[config.mk]
export PLATFORM = sky130hd
export DESIGN_NAME = irq_nest_arbiter
export DESIGN_NICKNAME = d
export VERILOG_FILES = /design/src/rtl/irq_nest_pkg.sv /design/src/rtl/irq_nest_datapath.sv /design/src/rtl/irq_nest_control.sv /design/src/rtl/irq_nest_arbiter.sv
export SDC_FILE = /design/constraint.sdc
export NUM_CORES = 1
export LEC_CHECK = 0
export ABC_AREA = 0
export BUFFER_PORTS_ARGS = -buffer_cell sky130_fd_sc_hd__buf_2
export CAP_MARGIN = 20
export CORE_AREA = 5 5 42 44
export DETAILED_ROUTE_END_ITERATION = 7
export DIE_AREA = 0 0 47 49
export GPL_ROUTABILITY_DRIVEN = 1
export PLACE_DENSITY = 0.72
export SYNTH_ARGS = -nofsm -noshare
export SYNTH_HDL_FRONTEND = slang
export SYNTH_SLANG_ARGS = --single-unit
[constraint.sdc]
create_clock -name clk -period 3.7 [get_ports clk]
set_input_delay 0.74 -clock clk [delete_from_list [all_inputs] [get_ports clk]]
set_output_delay 0.74 -clock clk [all_outputs]
set_load 0.02 [all_outputs]
[src/rtl/irq_nest_pkg.sv]
package irq_nest_pkg;
  localparam int NUM_SRC = 5;
  localparam int IDX_W   = $clog2(NUM_SRC);
  localparam int NUM_LVL = 2;

  typedef struct packed {
    logic ackTake;
    logic retHi;
    logic retLo;
  } ctrlStrobes_t;
endpackage

[src/rtl/irq_nest_datapath.sv]
module irq_nest_datapath
  import irq_nest_pkg::*;
#(
  parameter int SRC_N = NUM_SRC,
  parameter int IW    = IDX_W
) (
  input  logic             clk,
  input  logic             rst_n,
  input  logic [SRC_N-1:0] reqStrobe,
  input  logic [SRC_N-1:0] prioLevel,
  input  logic [SRC_N-1:0] srcEnable,
  input  logic             globalEnable,
  input  ctrlStrobes_t     strobes,
  output logic             bestValid,
  output logic             bestLvl,
  output logic [IW-1:0]    bestIdx
);
  logic [SRC_N-1:0] pendFlag;
  logic [SRC_N-1:0] eligible;
  logic [SRC_N-1:0] hiMask;
  logic [SRC_N-1:0] loMask;
  logic [SRC_N-1:0] useMask;

  for (genvar i = 0; i < SRC_N; i++) begin : g_src
    logic clearMe;
    assign clearMe = strobes.ackTake && (bestIdx == IW'(i));
    always_ff @(posedge clk or negedge rst_n) begin
      if (!rst_n)            pendFlag[i] <= 1'b0;
      else if (reqStrobe[i]) pendFlag[i] <= 1'b1;
      else if (clearMe)      pendFlag[i] <= 1'b0;
    end
    assign eligible[i] = pendFlag[i] && srcEnable[i] && globalEnable;
  end

  assign hiMask    = eligible & prioLevel;
  assign loMask    = eligible & ~prioLevel;
  assign bestLvl   = |hiMask;
  assign useMask   = bestLvl ? hiMask : loMask;
  assign bestValid = |eligible;

  always_comb begin
    bestIdx = '0;
    for (int i = SRC_N - 1; i >= 0; i--) begin
      if (useMask[i]) bestIdx = IW'(i);
    end
  end
endmodule

[src/rtl/irq_nest_control.sv]
module irq_nest_control
  import irq_nest_pkg::*;
(
  input  logic               clk,
  input  logic               rst_n,
  input  logic               bestValid,
  input  logic               bestLvl,
  input  logic               cpuAck,
  input  logic               retStrobe,
  output logic               irqOut,
  output logic [NUM_LVL-1:0] inService,
  output ctrlStrobes_t       strobes
);
  logic [NUM_LVL-1:0] svcNext;
  logic               mayRequest;

  assign mayRequest = (inService == '0) || (bestLvl && !inService[1]);
  assign irqOut     = bestValid && mayRequest;

  assign strobes.ackTake = cpuAck && irqOut && !retStrobe;
  assign strobes.retHi   = retStrobe && inService[1];
  assign strobes.retLo   = retStrobe && !inService[1] && inService[0];

  always_comb begin
    svcNext = inService;
    if (strobes.retHi) svcNext[1] = 1'b0;
    if (strobes.retLo) svcNext[0] = 1'b0;
    if (strobes.ackTake) svcNext[bestLvl] = 1'b1;
  end

  always_ff @(posedge clk or negedge rst_n) begin
    if (!rst_n) inService <= '0;
    else        inService <= svcNext;
  end
endmodule

[src/rtl/irq_nest_arbiter.sv]
module irq_nest_arbiter
  import irq_nest_pkg::*;
(
  input  logic               clk,
  input  logic               rst_n,
  input  logic [NUM_SRC-1:0] reqStrobe,
  input  logic [NUM_SRC-1:0] prioLevel,
  input  logic [NUM_SRC-1:0] srcEnable,
  input  logic               globalEnable,
  input  logic               cpuAck,
  input  logic               retStrobe,
  output logic               irqOut,
  output logic [IDX_W-1:0]   srcIndex,
  output logic [NUM_LVL-1:0] inService
);
  ctrlStrobes_t strobes;
  logic         bestValid;
  logic         bestLvl;

  irq_nest_datapath #(.SRC_N(NUM_SRC), .IW(IDX_W)) u_dp (
    .clk(clk), .rst_n(rst_n), .reqStrobe(reqStrobe), .prioLevel(prioLevel),
    .srcEnable(srcEnable), .globalEnable(globalEnable), .strobes(strobes),
    .bestValid(bestValid), .bestLvl(bestLvl), .bestIdx(srcIndex)
  );

  irq_nest_control u_ctl (
    .clk(clk), .rst_n(rst_n), .bestValid(bestValid), .bestLvl(bestLvl),
    .cpuAck(cpuAck), .retStrobe(retStrobe), .irqOut(irqOut),
    .inService(inService), .strobes(strobes)
  );
endmodule

==> Word level (Yosys, flattened, before mapping) <==
Cells that the tools add are included.
Widths: inputs -> output; s select.
{ "word_totals": {"register_bits": 7, "in_bits": 20, "out_inout_bits": 6, "elab_cells": 72} }
{ "classes": {"n_lt_le_gt_ge": 2, "eq_ne": 4, "mux": 21, "bitwise": 4, "n_reduce_logical": 35} }
{ "ops": {"columns": ["op", "n"], "rows": [
  ["$logic_and 1x1->1", 23],
  ["$mux 3", 5],
  ["$mux 1", 13],
  ["$and 5x5->5", 2],
  ["$reduce_bool 2->1", 5],
  ["$reduce_or 5->1", 2],
  ["$eq 3x2->1 const B", 2],
  ["$mux 5", 1],
  ["$not 5->5", 1],
  ["$eq 3x1->1 const B", 1],
  ["$eq 3x3->1 const B", 1],
  ["$logic_not 3->1", 1],
  ["$logic_not 1->1", 2],
  ["$logic_not 2->1", 1],
  ["$lt 1x2->1 const B", 1],
  ["$mux 2", 1],
  ["$or 2x2->2", 1],
  ["$demux 1 s1", 1],
  ["$ge 1x1->1 const B", 1],
  ["$logic_or 1x1->1", 1]
]} }

==> Logic depth before layout (Yosys ltp) <==
Gate-level depths: netlist (run 1).
{ "depth": {"word_depth": 14, "ltp_mapped": 6, "depth_no_buf": 5} }

==> Cells and area by module <==
From an unflattened synthesis (run 1), not the netlist that was laid out.
{ "hier_totals": {"cells_unflattened": 65, "hier_area_um2": 581.8} }
{ "by_module_without_submodules": {"columns": ["mod", "instances", "cells_each", "area_per_inst_um2", "seq_area_each_um2"], "rows": [
  ["irq_nest_datapath", 1, 51, 431.7, 125.1],
  ["irq_nest_control", 1, 14, 150.1, 50.0]
]} }

==> Least setup slack after synthesis (run 1) <==
No wires, ideal clock.
{ "synth_timing": {"path_type": "in2out", "from": "input globalEnable", "to": "output srcIndex[2]", "arrival_ns": 1.766, "required_time_ns": 2.960, "slack_ns": 1.194, "cell_stages": 6, "path_cell_list": "buf_6 > nand4_1 > and3_1 > o21ai_0 > nand2_1 > nor2_1"} }
{ "synth_via": {"elab_chain_len": 9, "elab_cells_between_ends": 14, "classes_between": "mux: 6; bitwise: 2; reduce/logical: 6"} }
{ "synth_rtl": {"columns": ["element", "line_no", "text"], "rows": [
  ["start, declared", "irq_nest_arbiter.sv:9", "input logic globalEnable,"],
  ["$logic_and 1x1->1", "irq_nest_datapath.sv:32", "assign eligible[i] = pendFlag[i] && srcEnable[i] && globalEnable;"],
  ["$and 5x5->5", "irq_nest_datapath.sv:35", "assign hiMask = eligible & prioLevel;"],
  ["$reduce_or 5->1", "irq_nest_datapath.sv:37", "assign bestLvl = |hiMask;"],
  ["$mux 5 (*)", "irq_nest_datapath.sv:38", "assign useMask = bestLvl ? hiMask : loMask;"],
  ["$mux 3 (4 in series)", "irq_nest_datapath.sv:44", "if (useMask[i]) bestIdx = IW'(i);"],
  ["$mux 3 (*)", "irq_nest_datapath.sv:44", null],
  ["end, declared", "irq_nest_arbiter.sv:13", "output logic [IDX_W-1:0] srcIndex,"]
]} }
Every way passes the cells marked *; elsewhere a longest branch is shown, timed or not.

==> Worst setup path after layout (run 1) <==
Ends and elaborated chain as after synthesis.

==> metrics.txt, run 1 <==
gpl congestion 0.816; Slew Viols, Final 0; Clock Path Buffers 2; total track usage 13.2%; power density over the cells 300 nW/µm²; final worst slack 923 ps; Setup CP Type input pin to primary output; first-pass GRT wire length 2.27 mm; Hold Path Class input pin to asynchronous set/reset pin; row count 14; DR WL/cell 12.3 µm; FMAX 0.360 GHz; Iteration-0 DRC Markers 16; Simple-Gate Fraction of Synth Area 36.4%; number of flops mapped to enable cells by yosys 0; xor/xnor share of the synthesized area 0%; crit end category primary output; share of layout cells above drive strength 1 37.0%; Leak 0.314 nW; # hold bufs at CTS 0; io pins 26; Total Wirelength 1.33 mm; Post-CTS Setup Bufs 0; Worst-Skew Late Latency 240 ps; sequential share of the synthesized area 32.7%; Final min period 2780 ps; most frequent cells in the layout buf_2 (25), nand4_1 (8), dfrtp_1 (7); pin count of the biggest net entering global routing 14; Cell Area, Synth 536 µm²; Synth cell types 30; largest family of logic cells by synthesized area simple AND/OR/NAND/NOR gates; Die Span Y just under 50 µm; FF/Latch Area 175 µm²; Worst Skew 2.07 ps; remaining antenna violation count 0; CORE AREA 1400 µm²; Die Wd 47 µm; Crit path arrival time 2040 ps; clk root buf clkbuf_4; crit path max fanout 13; mean post-synth cell area 8.37 µm²; Residual DRC 0; TritonCTS Buffers 3; DR pass1 iterations 4; post-DP HPWL 1.16 mm; initial core utilization between 30% and 40%; fin area 696 µm²; Final nets 113; Async S/R FF share, synth 100%; Post-synth top flop dfrtp_1; GRT overflow 0; initial antenna violation count 0; Ys Warns 0; Slew HR 72.9%; final hold violations 0; Synth Area in Adders 0%; vias post-DR slightly below 600; antenna diode count 0; total chip power between 0.2 and 0.25 mW; fin util 49.6%; WP data required 2960 ps; vias in the first global route about 560; Port Buffers 25; crit share post-route 75.1%; CTS tree built; Area after DPL between 600 and 700 µm²; CTS clk-pin slew, worst paths 50 ps; setup TNS 0 ps; Synth Register Bits 7; Multi-input gate area ~340 µm²; Compound-Gate Fraction of Synth Area 27.3%; RSZ-0062 raised after global routing no; dpl ws 910 ps; mux cell area share after synthesis 0%; worst slew pin tran 407 ps; via density per instance 5.44; H-tree depth 1; Synth Net Count 84; Setup crit start kind input pin; Synth-to-Final Area Change 29.9%; Filler cells around 160; Final setup viols 0; Mapped Cells 64; Sink Count 7; Max-Cap Viols 0; worst vdd ir 165 µV; post_cts resized 0; status finished clean; die area 2300 µm²; most common cell after layout, fill and taps aside buf_2
==> cell type report <==
class,instances,share of cell area (%)
Sequential cell,7,25.2
Multi-Input combinational cell,54,49.1
Clock buffer,4,3.78
Timing Repair Buffer,25,18.0
Tap cell,16,2.88
Inverter,2,1.08
==> synthesized netlist by cell type (all sizes together), types with 2 or more instances <==
library cell,n,area (µm²)
a21o,3,22.5
a21oi,3,15.0
dfrtp,7,175
inv,2,7.51
nand2,7,28.8
nand3,5,30.0
nand4,9,62.6
nor2,4,15.0
o21a,2,15.0
o21ai,5,25.0
o31a,2,18.8
==> through the flow <==
stage / cells / hold WS, ps
after detailed placement: 104 / 561
final: 108 / 317
after global placement: 104 / 552
after CTS: 108 / 309
after floorplan: 64 / 444
after global routing: 108 / 315
==> worst max-delay path, cell delays in order <==
cell and delay (ps):
buf_2 210, nand4_1 220, and3_1 230, o21ai_0 250, nand2_1 120, nor2_1 90, buf_2 170
==> power breakdown <==
group / switching, mW / internal [mW]
Combinational: 0.0371 / 0.0252
Sequential: 0.00252 / 0.0795
Clock: 0.0238 / 0.0409
Total: 0.0635 / 0.146
==> worst paths after layout <==
kind | start | cells past startpoint | slack [ps] | to
max | globalEnable | 7 | 920 | srcIndex[2]
min | rst_n | 1 | 320 | u_ctl.inService[0]
max reg2reg | u_dp.pendFlag[0] | 5 | 2010 | u_dp.pendFlag[4]
min reg2reg | u_dp.pendFlag[2] | 1 | 570 | u_dp.pendFlag[2]
max in group asynchronous | rst_n | 1 | 3230 | u_dp.pendFlag[1]
min in group clk | u_dp.pendFlag[2] | 1 | 570 | u_dp.pendFlag[2]
==> per-layer routing <==
layer	vias to the layer above	GRT usage (%)	routed length [µm]
met1	264	16.0	542
met2	13	21.0	686
met3	2	1.48	88
li1	308	-	-
met5	-	0	0
met4	0	8.29	10
==> sequential cells by signal, summed over array words and instances (netlist names) <==
register / cells
u_ctl.inService: 2
u_dp.pendFlag: 5
==> cell families (layout without fill, tap and decap cells) <==
group,after synthesis,count (layout)
compound gates,20,20
buf+inv,3,31
simple gates,34,34
flops,7,7
(Power assumes the default switching activity.)
==> inputs of run 2 (changes only) <==
CORE_AREA = not set   (was 5 5 42 44)
CORE_MARGIN = 5   (was not set)
CORE_UTILIZATION = 39   (was not set)
DIE_AREA = not set   (was 0 0 47 49)
PLACE_DENSITY = 0.73   (was 0.72)
clock period = 2.43 ns   (was 3.7 ns; I/O delays follow)
==> run 2 against run 1 <==
Worst setup slack worse by 750 ps. First-iteration DRC count down 25%. Flip-flop and latch count unchanged. Global-route usage increased by 0.77 points. Utilization up 3.7 points. Clock power up 53%. Sequential power grew 52%. Critical endpoint is now srcIndex[0]. Largest cell class unchanged. Largest power group unchanged.
==> metrics.txt, run 2 (synthesis gave the netlist of run 1 again) <==
antenna diode count 0 (unchanged); Die Span Y 47.1 µm (-4.0%); Placed Cells 103 (-0.96%); crit-path cells buf_2 > nand4_1 > and3_1 > a21oi_1 > o21ai_0 > and2_1 > buf_2; H-tree depth 1 (unchanged); fin area 694 µm² (-0.18%); buffer and inverter count on the worst path 2 (unchanged); clk root buf clkbuf_4; io pins 26 (unchanged); Iteration-0 DRC Markers 12 (-4); final hold violations 0 (unchanged); critical path's slowest cell and3_1; Area after DPL 668 µm² (-0.19%); M1 GR Usage 18.3% (+2.4 points); Worst-Skew Late Latency 240 ps (about the same); Comb power frac 29.7% (about the same); vias post-DR 592 (+0.85%); Hold Path Class input pin to asynchronous set/reset pin; most common cell after layout, fill and taps aside buf_2; power density over the cells 459 nW/µm² (+53%); share of layout cells above drive strength 1 37.0% (unchanged); # hold bufs at CTS 0 (unchanged); total track usage 14.0% (+0.77 points); post-DP HPWL 1.17 mm (+1.1%); crit end category primary output; CP top delay family simple AND/OR/NAND/NOR gates; via density per instance 5.53 (+1.8%); CTS tree built; pin count of the biggest net entering global routing 14 (unchanged); Synth-to-Final Area Change 29.7%; Most flops, register u_dp.pendFlag; Max-Cap Viols 0 (unchanged); switching share of power 30.4% (about the same); TritonCTS Buffers 3 (unchanged); Leak 0.314 nW (about the same); Final nets 113 (unchanged); CORE AREA 1300 µm² (-7.1%); Largest regs u_dp.pendFlag: 5 flops, u_ctl.inService: 2 flops; Port Buffers 25 (unchanged); row count 13 (-1); initial core utilization 41.2% (+2.9 points); Clk pwr share 31.0% (about the same); FMAX 0.444 GHz; Total Wirelength 1.35 mm (+1.4%); Die Wd 47.1 µm (+0.12%); Final setup viols 0 (unchanged); gpl congestion 0.829 (+1.5%); first-pass GRT wire length 2.19 mm (-3.7%); CTS clk-pin slew, worst paths 50 ps (about the same); max FFs per register 5 (unchanged); grt peak-use layer met2; status finished clean; GR met3 Demand/Resource 1.92% (+0.44 points); setup TNS 0 ps (unchanged); initial antenna violation count 0 (unchanged); worst slew pin tran 398 ps (-8.98 ps); die area 2210 µm² (-3.9%); Worst Skew 1.83 ps (-0.235 ps); Sink Count 7 (unchanged); Final min period 2250 ps; Slew Viols, Final 0 (unchanged); WP data required 1940 ps (-1020 ps); Post-Layout Cell Count 107 (-0.93%); vias in the first global route 538 (-3.1%); CP max stage delay 240 ps (about the same); Residual DRC 0 (unchanged); DR pass1 iterations 4 (unchanged); Filler cells 137 (-13%); Clock Path Buffers 2 (unchanged); crit path max fanout 13 (unchanged); RSZ-0062 raised after global routing no; Internal Power 0.222 mW (+52%); most frequent cells in the layout buf_2 (25), nand4_1 (8), dfrtp_1 (7); M2 GR Usage 20.6% (-0.44 points); cell repeated most along the worst path buf_2; Setup crit start kind input pin; NetSw 0.0967 mW (+52%); worst vdd ir 268 µV (+63%); GRT overflow 0 (unchanged); Setup CP Type input pin to primary output; final hold slack 63.2 ps (-254 ps); remaining antenna violation count 0 (unchanged); Slew HR 73.5% (+0.60 points); Crit path arrival time 1770 ps (-270 ps); Post-CTS Setup Bufs 0 (unchanged); DR WL/cell 12.6 µm (+2.4%); register share of total power 39.2% (about the same); crit share post-route 92.8%
-- run 2: cell counts in the layout (fill, tap and decap cells not counted) --
Identical to the previous run, type by type.
-- run 2: what timing repair did --
| action | 4_1_cts | 5_1_grt |
|---|---|---|
| setup endpoints to repair | 0 | 1 |
| hold endpoints to repair | 0 | 0 |
| gates resized for setup | 0 | 1 |
-- run 2: final timing paths --
check	from	to	slack, ps	cells past startpoint
max in group asynchronous	rst_n	u_dp.pendFlag[2]	2220	1
worst max register to register	u_dp.pendFlag[0]	u_dp.pendFlag[4]	740	5
worst min-delay path	rst_n	u_dp.pendFlag[0]	60	1
worst max-delay path	globalEnable	srcIndex[0]	180	7
min in group clk	reqStrobe[1]	u_dp.pendFlag[1]	420	2
worst min register to register	u_dp.pendFlag[0]	u_dp.pendFlag[0]	580	1
-- run 2: cell type report --
class | count | area [µm²] | share of cell area, %
well taps | 15 | 18.8 | 2.70
inverters | 2 | 7.51 | 1.08
flip-flops and latches | 7 | 175 | 25.2
multi-input cells | 54 | 342 | 49.2
repair buffers | 25 | 125 | 18.0
clock buffers | 4 | 26.3 | 3.78
-- run 2: metal layers --
metal / wire [µm] / part of all wire [%] / up-vias
li1: - / - / 311
met1: 582 / 43 / 258
met2: 662 / 49 / 21
met3: 94 / 7.0 / 2
met4: 8 / 0.59 / 0
met5: 0 / 0 / -
-- run 2: worst register-to-register path, stage by stage, from the launching register on --
cell and delay [ps]:
dfrtp_1 410, a222oi_1 150, a2111oi_2 400, o31a_2 270, nand3_2 100, o31a_1 240
-- run 2: per-stage QoR --
step	power [mW]	utilization, %	worst slack [ps]
finish	0.318	53.4	175
global route	0.343	53.4	0.481
CTS	0.325	53.4	154
detailed placement	0.222	51.3	162
global placement	0.221	51.3	141
floorplan	0.184	-	432
-- run 2: power by group through the flow --
stage | Clock (mW) | Sequential [mW] | Combinational [mW]
finish | 0.0988 | 0.125 | 0.0947
global route | 0.112 | 0.125 | 0.106
CTS | 0.105 | 0.125 | 0.0956
detailed placement | 0 | 0.127 | 0.0949
global placement | 0 | 0.127 | 0.0939
floorplan | 0 | 0.130 | 0.0546
==> inputs of run 3 (changes only) <==
ABC_AREA = 1   (was 0)
CORE_UTILIZATION = 47   (was 39)
PLACE_DENSITY = 0.78   (was 0.73)
clock period = 2.46 ns   (was 2.43 ns; I/O delays follow)
==> run 3 against run 2 <==
Final cell count is 36% higher. Worst setup slack better by 62 ps. Non-clock buffer count stayed put. Routed wire length is 17% higher. Power is 23% higher. Critical endpoint is now srcIndex[2]. Highest routed layer unchanged.
==> metrics.txt, run 3 <==
status finished clean; Filler cells 131 (-4.4%); DR pass1 iterations 4 (unchanged); Worst-Skew Late Latency 250 ps (about the same); Worst Skew 3.87 ps (+2.04 ps); cell taking the most area after synthesis dfrtp_1; Die Span Y 48.5 µm (+3.1%); Ys Warns 0 (unchanged); fin area 856 µm² (+23%); Clk pwr share 26.2% (-4.8 points); buffer and inverter count on the worst path 3 (+1); TritonCTS Buffers 3 (unchanged); critical path's slowest cell buf_2; Hold Path Class input pin to asynchronous set/reset pin; Internal Power 0.242 mW (+9.2%); via density per instance 4.87 (-12%); fin util 63.4% (+10 points); Setup CP Type input pin to primary output; crit end category primary output; most numerous cell in the Yosys netlist nand2_1; pin count of the biggest net entering global routing 11 (-3); total chip power 0.392 mW (+23%); Post-CTS Setup Bufs 0 (unchanged); Port Buffers 25 (unchanged); final hold violations 0 (unchanged); remaining antenna violation count 0 (unchanged); CP top delay family simple AND/OR/NAND/NOR gates; power density over the cells 458 nW/µm² (-0.14%); Largest regs u_dp.pendFlag: 5 flops, u_ctl.inService: 2 flops; die area 2350 µm² (+6.3%); Placed Cells 142 (+38%); FF/Latch Area 175 µm² (unchanged); antenna diode count 0 (unchanged); Area after DPL 830 µm² (+24%); dpl ws 226 ps (+63.9 ps); most frequent cells in the layout nand2_1 (25), buf_2 (25), nand3_1 (13), inv_1 (13), nor2_1 (12); Async S/R FF share, synth 100% (unchanged); Synth cell types 21 (-30%); RSZ-0062 raised after global routing no; mean post-synth cell area 6.77 µm² (-19%); Total Wirelength 1.57 mm (+17%); post_cts resized 0 (unchanged); DR WL/cell 10.8 µm (-15%); switching share of power 38.2% (+7.9 points); CP max stage delay 210 ps (-30 ps); most frequent cells after synthesis nand2_1 (25), inv_1 (13), nand3_1 (13); Post-synth top flop dfrtp_1; io pins 26 (unchanged); register share of total power 33.0% (-6.2 points); Iteration-0 DRC Markers 10 (-2); clk root buf clkbuf_4; CTS tree built; Comb power frac 40.9% (+11 points); Post-Layout Cell Count 146 (+36%); initial core utilization 51.6% (+10 points); CORE AREA 1350 µm² (+3.7%); Residual DRC 0 (unchanged); number of flops mapped to enable cells by yosys 0 (unchanged); share of layout cells above drive strength 1 38.2% (+1.2 points); GRT overflow 0 (unchanged); H-tree depth 1 (unchanged); Leak 0.508 nW (+62%); top cell type's share of synthesized area 25.1% (-7.6 points); vias post-DR 711 (+20%); Setup crit start kind input pin; row count 13 (unchanged); CTS clk-pin slew, worst paths 50 ps (about the same); max FFs per register 5 (unchanged); post-DP HPWL 1.38 mm (+18%); NetSw 0.150 mW (+55%); gpl congestion 0.891 (+7.5%); Die Wd 48.5 µm (+3.1%); Final nets 152 (+35%); Crit path arrival time 1730 ps (-40 ps); worst slew pin tran 206 ps (-192 ps); Cell Area, Synth 697 µm² (+30%); worst vdd ir 318 µV (+18%); Synth-to-Final Area Change 22.8%; Sink Count 7 (unchanged); final worst slack 237 ps (+61.7 ps); crit-path cells buf_2 > inv_2 > nor2_4 > nand2_2 > nand2_4 > nand2_1 > nand2_1 > nand2_2 > nor3_2 > buf_2; crit share post-route 90.4%; Slew HR 86.2% (+13 points); final hold slack 66.0 ps (+2.79 ps); Synth area leaders dfrtp_1 (25%), nand2_1 (13%), nand3_1 (9.3%); Final setup viols 0 (unchanged); total track usage 14.6% (+0.67 points); setup TNS 0 ps (unchanged); vias in the first global route 688 (+28%); sequential share of the synthesized area 25.1% (-7.6 points); Multi-input gate area 454 µm² (+33%); Synth Register Bits 7 (unchanged); FMAX 0.450 GHz; first-pass GRT wire length 2.82 mm (+29%); crit path max fanout 10 (-3); Most flops, register u_dp.pendFlag; Synth Net Count 123 (+46%); # hold bufs at CTS 0 (unchanged); initial antenna violation count 0 (unchanged); Max-Cap Viols 0 (unchanged); Mapped Cells 103 (+61%); Clock Path Buffers 2 (unchanged); Slew Viols, Final 0 (unchanged); WP data required 1970 ps (+30 ps); Final min period around 2200 ps
[run 3: cell type report]
class,instances,area share [%]
multi-input cells,80,53.1
flip-flops and latches,7,20.5
repair buffers,25,14.6
inverters,15,6.58
clock buffers,4,3.07
well taps,15,2.19
[run 3: power by group through the flow]
| stage | Combinational, mW | Clock, mW | Sequential, mW |
|---|---|---|---|
| 6_report | 0.160 | 0.103 | 0.129 |
| 5_1_grt | 0.180 | 0.116 | 0.130 |
| 4_1_cts | 0.162 | 0.108 | 0.129 |
| 3_5_place_dp | 0.161 | 0 | 0.131 |
| 3_3_place_gp | 0.159 | 0 | 0.130 |
| 2_1_floorplan | 0.110 | 0 | 0.135 |
[run 3: worst paths after layout]
check                           depth (start not counted)              from            endpoint  slack (ps)
worst max-delay path                                   10      globalEnable         srcIndex[2]         240
worst min-delay path                                    1             rst_n  u_ctl.inService[1]          70
worst max register to register                         10  u_dp.pendFlag[2]    u_dp.pendFlag[2]         880
worst min register to register                          2  u_dp.pendFlag[4]    u_dp.pendFlag[4]         470
max in group asynchronous                               1             rst_n    u_dp.pendFlag[3]        2240
min in group clk                                        3      reqStrobe[0]    u_dp.pendFlag[0]         420
[run 3: cells by family (layout without fill, tap and decap cells)]
kind of cell	Yosys count	after routing	share of synthesized area, %
simple gates	74	74	60.9
compound gates	6	6	4.31
flops	7	7	25.1
buf+inv	16	44	9.70
[run 3: routing by layer]
metal | vias to the layer above | track usage [%] | part of all wire (%)
met5 | - | 0 | 0
met4 | 0 | 8.07 | 0.57
met3 | 2 | 1.53 | 4.0
met2 | 15 | 23.3 | 48
met1 | 304 | 19.1 | 47
li1 | 390 | - | -
